===== config.mk =====
export PLATFORM = sky130hd
export DESIGN_NAME = sar_seq_ctrl
export DESIGN_NICKNAME = d
export VERILOG_FILES = /design/src/rtl/sar_seq_ctrl.sv
export SDC_FILE = /design/constraint.sdc
export NUM_CORES = 1
export LEC_CHECK = 0
export CORE_MARGIN = 1
export CORE_UTILIZATION = 40
export CTS_CLUSTER_DIAMETER = 40
export DETAILED_ROUTE_END_ITERATION = 10
export GPL_TIMING_DRIVEN = 0
export MAX_ROUTING_LAYER = met4
export PLACE_DENSITY = 0.66
export SLEW_MARGIN = 30
export SYNTH_ARGS = -nofsm -noshare
export SYNTH_HDL_FRONTEND = slang
export SYNTH_SLANG_ARGS = --single-unit

===== constraint.sdc =====
create_clock -name clk -period 2.65 [get_ports clk]
set_clock_uncertainty 0.1 [all_clocks]
set_input_delay 0.6625 -clock clk [delete_from_list [all_inputs] [get_ports clk]]
set_output_delay 0.6625 -clock clk [all_outputs]
set_load 0.005 [all_outputs]

===== src/rtl/sar_seq_ctrl.sv =====
module sar_seq_ctrl #(
  parameter int RES_BITS = 12,
  parameter int NUM_CH   = 8
) (
  input  logic                 clk,
  input  logic                 rst_n,
  input  logic                 start_i,
  input  logic                 stop_i,
  input  logic [1:0]           mode_i,
  input  logic                 seq_en_i,
  input  logic [NUM_CH-1:0]    ch_mask_i,
  input  logic [$clog2(NUM_CH)-1:0] ch_addr_i,
  input  logic                 cmp_i,
  output logic [RES_BITS-1:0]  dac_code_o,
  output logic                 hold_o,
  output logic [$clog2(NUM_CH)-1:0] mux_sel_o,
  output logic                 busy_o,
  output logic                 done_o,
  output logic [RES_BITS-1:0]  result_o,
  output logic [$clog2(NUM_CH)-1:0] result_ch_o
);
  localparam int CH_W = $clog2(NUM_CH);
  localparam logic [RES_BITS-1:0] MID = {1'b1, {(RES_BITS-1){1'b0}}};
  localparam logic [1:0] M_BURST = 2'b01;
  localparam logic [1:0] M_CONT  = 2'b10;

  typedef enum logic [1:0] {S_IDLE, S_CONV, S_ACQ} st_t;

  st_t                st;
  logic [RES_BITS-1:0] trial, probe;
  logic [CH_W-1:0]    cur_ch;
  logic [1:0]         mode_r;
  logic               seq_r, stop_req;
  logic [NUM_CH-1:0]  mask_r;

  logic [CH_W-1:0] lo_in, lo_r, nxt;
  logic            has_nxt, go, cont;
  logic [RES_BITS-1:0] decided;

  always_comb begin
    lo_in = '0;
    lo_r  = '0;
    nxt   = '0;
    has_nxt = 1'b0;
    for (int i = NUM_CH-1; i >= 0; i--) begin
      if (ch_mask_i[i]) lo_in = CH_W'(i);
      if (mask_r[i]) lo_r = CH_W'(i);
      if (mask_r[i] && i > int'(cur_ch)) begin
        nxt = CH_W'(i);
        has_nxt = 1'b1;
      end
    end
  end

  assign decided = cmp_i ? trial : (trial & ~probe);
  assign go   = start_i && (!seq_en_i || (|ch_mask_i));
  assign cont = !(stop_req || stop_i) &&
                ((mode_r == M_CONT) || (mode_r == M_BURST && seq_r && has_nxt));

  always_ff @(posedge clk) begin
    if (!rst_n) begin
      st <= S_IDLE;
      trial <= '0;
      probe <= '0;
      cur_ch <= '0;
      mode_r <= '0;
      seq_r <= 1'b0;
      stop_req <= 1'b0;
      mask_r <= '0;
      done_o <= 1'b0;
      result_o <= '0;
      result_ch_o <= '0;
    end else begin
      done_o <= 1'b0;
      case (st)
        S_IDLE: if (go) begin
          st <= S_CONV;
          mode_r <= mode_i;
          seq_r <= seq_en_i;
          mask_r <= ch_mask_i;
          cur_ch <= seq_en_i ? lo_in : ch_addr_i;
          trial <= MID;
          probe <= MID;
          stop_req <= 1'b0;
        end
        S_CONV: begin
          stop_req <= stop_req | stop_i;
          probe <= probe >> 1;
          trial <= decided | (probe >> 1);
          if (probe[0]) begin
            result_o <= decided;
            result_ch_o <= cur_ch;
            done_o <= 1'b1;
            if (cont) begin
              st <= S_ACQ;
              if (seq_r) cur_ch <= has_nxt ? nxt : lo_r;
            end else begin
              st <= S_IDLE;
            end
          end
        end
        S_ACQ: begin
          stop_req <= stop_req | stop_i;
          st <= S_CONV;
          trial <= MID;
          probe <= MID;
        end
        default: st <= S_IDLE;
      endcase
    end
  end

  assign dac_code_o = (st == S_CONV) ? trial : '0;
  assign hold_o     = (st == S_CONV);
  assign busy_o     = (st != S_IDLE);
  assign mux_sel_o  = cur_ch;

  a_r1_midscale_first: assert property (@(posedge clk) disable iff (!rst_n)
    $rose(hold_o) |-> dac_code_o == MID);

  a_r2_trial_direction: assert property (@(posedge clk) disable iff (!rst_n)
    (hold_o && $past(hold_o)) |->
      ($past(cmp_i) ? (dac_code_o > $past(dac_code_o)) : (dac_code_o < $past(dac_code_o))));

  a_r4_done_out_of_hold: assert property (@(posedge clk) disable iff (!rst_n)
    done_o |-> !hold_o);

  a_r5_channel_stable: assert property (@(posedge clk) disable iff (!rst_n)
    (hold_o && $past(hold_o)) |-> $stable(mux_sel_o));

  a_r5_hold_in_busy: assert property (@(posedge clk) disable iff (!rst_n)
    hold_o |-> busy_o);

  a_r6_busy_after_start: assert property (@(posedge clk) disable iff (!rst_n)
    $rose(busy_o) |-> $past(start_i));

  a_r6_busy_falls_on_done: assert property (@(posedge clk) disable iff (!rst_n)
    $fell(busy_o) |-> done_o);
endmodule


==> impl_results.md <==
- CP max FO: 10
- CP max stage delay: 490 ps
- Yosys top cell by area: dfxtp_1
- Family with the most delay on the worst path: buffers and inverters
- Synth Instances: 352
- Max Freq: 385.8 MHz
- Max-Cap Viols: 0
- Die X: 86.56 um
- Seq pwr share: 41.3%
- I/O Buffers: 50
- DP Area: 0.003481 mm^2
- Minimum clock period: 2592 ps
- Diodes inserted: 0
- Core area: 0.006869 mm^2
- Status: complete, no violations
- DRT Pass-1 Iters: 4
- Finish-stage setup viols: 0
- Final instance area: 0.003837 mm^2
- Slowest-stage cell, CP: clkdlybuf4s50_1
- Vias in the first global route: 2485
- Register area share after synthesis: 39.90%
- Cells along the critical path: inv_2, ha_4, clkbuf_16, clkbuf_16, and2_1, clkdlybuf4s50_1
- Hold Fails Final Rpt: 0
- CTS buffer count: 9
- Final cell count without fillers: 517
- Leak pwr: 1.563 nW
- Hold Path Class: reg -> reg
- Syn Area/Cell: 8.126 um^2
- Part of the cycle the worst path needs: 97.82%
- Synth area leaders: dfxtp_1 (40%), a21boi_0 (8.9%), nand2_1 (7.7%)
- DP HPWL: 5.233 mm
- R2R depth: 10
- PD cells: 580.9 mW/mm^2
- Sw Ratio: 29.85%
- CP dominant cell by count: clkbuf_16
- P&R area growth vs syn: 34.16%
- Hold_ws: 360.4 ps
- Total track usage: 22.84%
- CTS Buffer Depth: 2
- Post-synth ARST share: 0%
- Clock network power share: 36.7%
- Global route overflow: 0
- Synth top area share: 39.90%
- Max_slew headroom: 48.04%
- Type of origin of the critical path: flop
- Drt total wl: 7.591 mm
- Syn Nets: 375
- Worst Setup Path Type: reg -> out
- Int Pwr: 1.564 mW
- Clk slew on worst S/H paths: 70 ps
- WHS Path Cells: 2
- Pins Over Slew Limit: 0
- Clk_lat worst skew: 340 ps
- CP endpoint kind: primary output
- Die area: 0.007493 mm^2
- Routability congestion estimate: 0.9196
- Top_reg_cell synth: dfxtp_1
- Number of DRC markers in iteration 0: 211
- Yosys cell types: 43
- Synth Register Bits: 57
- Initial Util: 41.64%
- Nets@finish: 439
- # DRC: 0
- Synth Cell Area: 0.002860 mm^2
- Via count: 2710
- Die Ht: 86.56 um
- Clk sinks: 57
- Clock Tree Root: clkbuf_8
- Post-DRT Antenna Nets: 0
- Worst Tran Pin Value: 769.4 ps
- First-pass GRT wire length: 12.63 mm
- Dpl cells: 498
- Crit path DAT: 1830 ps
- Largest net degree at the start of global routing: 11
- Worst EP required: 1890 ps
- Initial antenna violation count: 0
- Share of cells above drive strength 1: 9.501%
- I/O pin cnt: 52
- Worst VDD drop: 0.2372 mV
- YS warnings: 0
- Worst Path Buf+Inv: 4
- Crit. path cell count: 6
- NetSw: 665.4 uW
- RSZ-0062 raised after global routing: false
- Row count: 30
- EDFF count, synth: 0
- H-tree levels: 3
- WL/cell: 14.68 um
- Hold Buf Count CTS: 0
- Combinational power share: 22.0%
- Vias/cell: 5.242
- CTS tree: yes
==> cell usage in the layout, fill, tap and decap left out, types with 2 or more instances in the layout <==
cell / synthesis / routed
nand2_1: 59 / 58
dfxtp_1: 57 / 55
a21boi_0: 34 / 34
clkdlybuf4s50_1: 0 / 33
nand3_1: 31 / 31
nor2_1: 19 / 18
nand2b_1: 16 / 16
and2_1: 15 / 15
clkbuf_1: 18 / 14
a21oi_1: 14 / 14
dlymetal6s2s_1: 0 / 14
inv_1: 11 / 10
a32o_1: 10 / 10
clkbuf_8: 0 / 10
mux2i_1: 9 / 9
nor2b_1: 8 / 7
o21ai_0: 6 / 6
buf_4: 2 / 4
clkinv_2: 0 / 4
clkbuf_16: 0 / 3
buf_2: 3 / 3
nor3_1: 3 / 3
o31ai_1: 3 / 3
ha_1: 4 / 3
dlygate4sd2_1: 0 / 3
o41ai_1: 2 / 2
nand3b_1: 2 / 2
o211ai_1: 2 / 2
buf_6: 0 / 2
and3_1: 2 / 2
o21a_1: 2 / 2
dfxtp_4: 0 / 2
==> per-layer routing <==
layer,up-vias,part of all wire [%],GRT usage (%)
met5,-,0,-
met2,79,42,32.25
met1,1262,52,32.56
li1,1358,-,-
met3,11,4.6,4.000
met4,0,1.7,8.182
==> cells by family after synthesis <==
family          after synthesis  share of synthesized area, %
flops                        57                         39.89
buf+inv                      35                         4.986
fa+ha+maj                     4                         1.750
simple gates                160                         26.99
compound gates               87                         23.23
mux                           9                         3.150
==> what timing repair did <==
item	in CTS	in global routing
resized for setup	29	18
endpoints found under the setup margin	33	28
pin swaps	3	1
gates cloned	1	0
setup buffers	2	0
==> worst register-to-register path, stage by stage (launching register included) <==
cell	delay (ps)
dfxtp_4	370
inv_1	60
ha_1	250
buf_4	190
inv_1	100
nand2_1	100
and2_1	180
buf_4	150
nor2_2	350
nand2_1	110
a32o_1	260
==> power groups by stage <==
stage / combinational [mW] / sequential [mW] / clock, mW
finish: 0.491 / 0.921 / 0.818
global route: 0.539 / 0.925 / 0.870
CTS: 0.487 / 0.921 / 0.831
detailed placement: 0.429 / 0.938 / 0
global placement: 0.428 / 0.936 / 0
floorplan: 0.283 / 0.930 / 0
==> state kept, by name, indices dropped and copies added (netlist names) <==
register and count:
probe 12, result_o 12, trial 12, mask_r 8
mux_sel_o 3, result_ch_o 3, mode_r 2, st 2
done_o 1, seq_r 1, stop_req 1
==> path summary, 6_finish.rpt <==
check,slack (ps),to,startpoint
worst max-delay path,60,dac_code_o[4],st[1]$_SDFFE_PN0P_
worst min register to register,360,result_o[3]$_SDFFE_PN0P_,result_o[3]$_SDFFE_PN0P_
worst max register to register,320,trial[6]$_SDFFE_PN0P_,st[0]$_SDFFE_PN0P_
worst min-delay path,360,result_o[3]$_SDFFE_PN0P_,result_o[3]$_SDFFE_PN0P_
==> Yosys cell counts, types with 8 or more instances <==
master / count
a21boi_0: 34
a21oi_1: 14
a32o_1: 10
and2_1: 15
clkbuf_1: 18
dfxtp_1: 57
inv_1: 11
mux2i_1: 9
nand2_1: 59
nand2b_1: 16
nand3_1: 31
nor2_1: 19
nor2b_1: 8
==> cell type report <==
| class | instances | area [um^2] |
|---|---|---|
| buffer | 24 | 172.7 |
| clock buffer | 10 | 137.6 |
| clock inverter | 6 | 57.56 |
| fill | 662 | 3032 |
| inverter | 11 | 41.29 |
| multi-input combinational | 260 | 1602 |
| sequential | 57 | 1149 |
| tap | 96 | 120.1 |
| timing repair buffer | 53 | 558.0 |
==> stage by stage <==
step / utilization (%) / TNS, ps / power [mW] / setup WS (ps)
final: 55.87 / 0 / 2.229 / 57.67
after global routing: 55.87 / 0 / 2.334 / 0.7714
after CTS: 55.21 / 0 / 2.239 / 12.08
after detailed placement: 50.67 / -15680 / 1.366 / -512.1
after global placement: 50.67 / -16530 / 1.364 / -530.0
after floorplan: - / 0 / 1.212 / 211.8
Note: power is estimated with default switching activity, not from simulation.
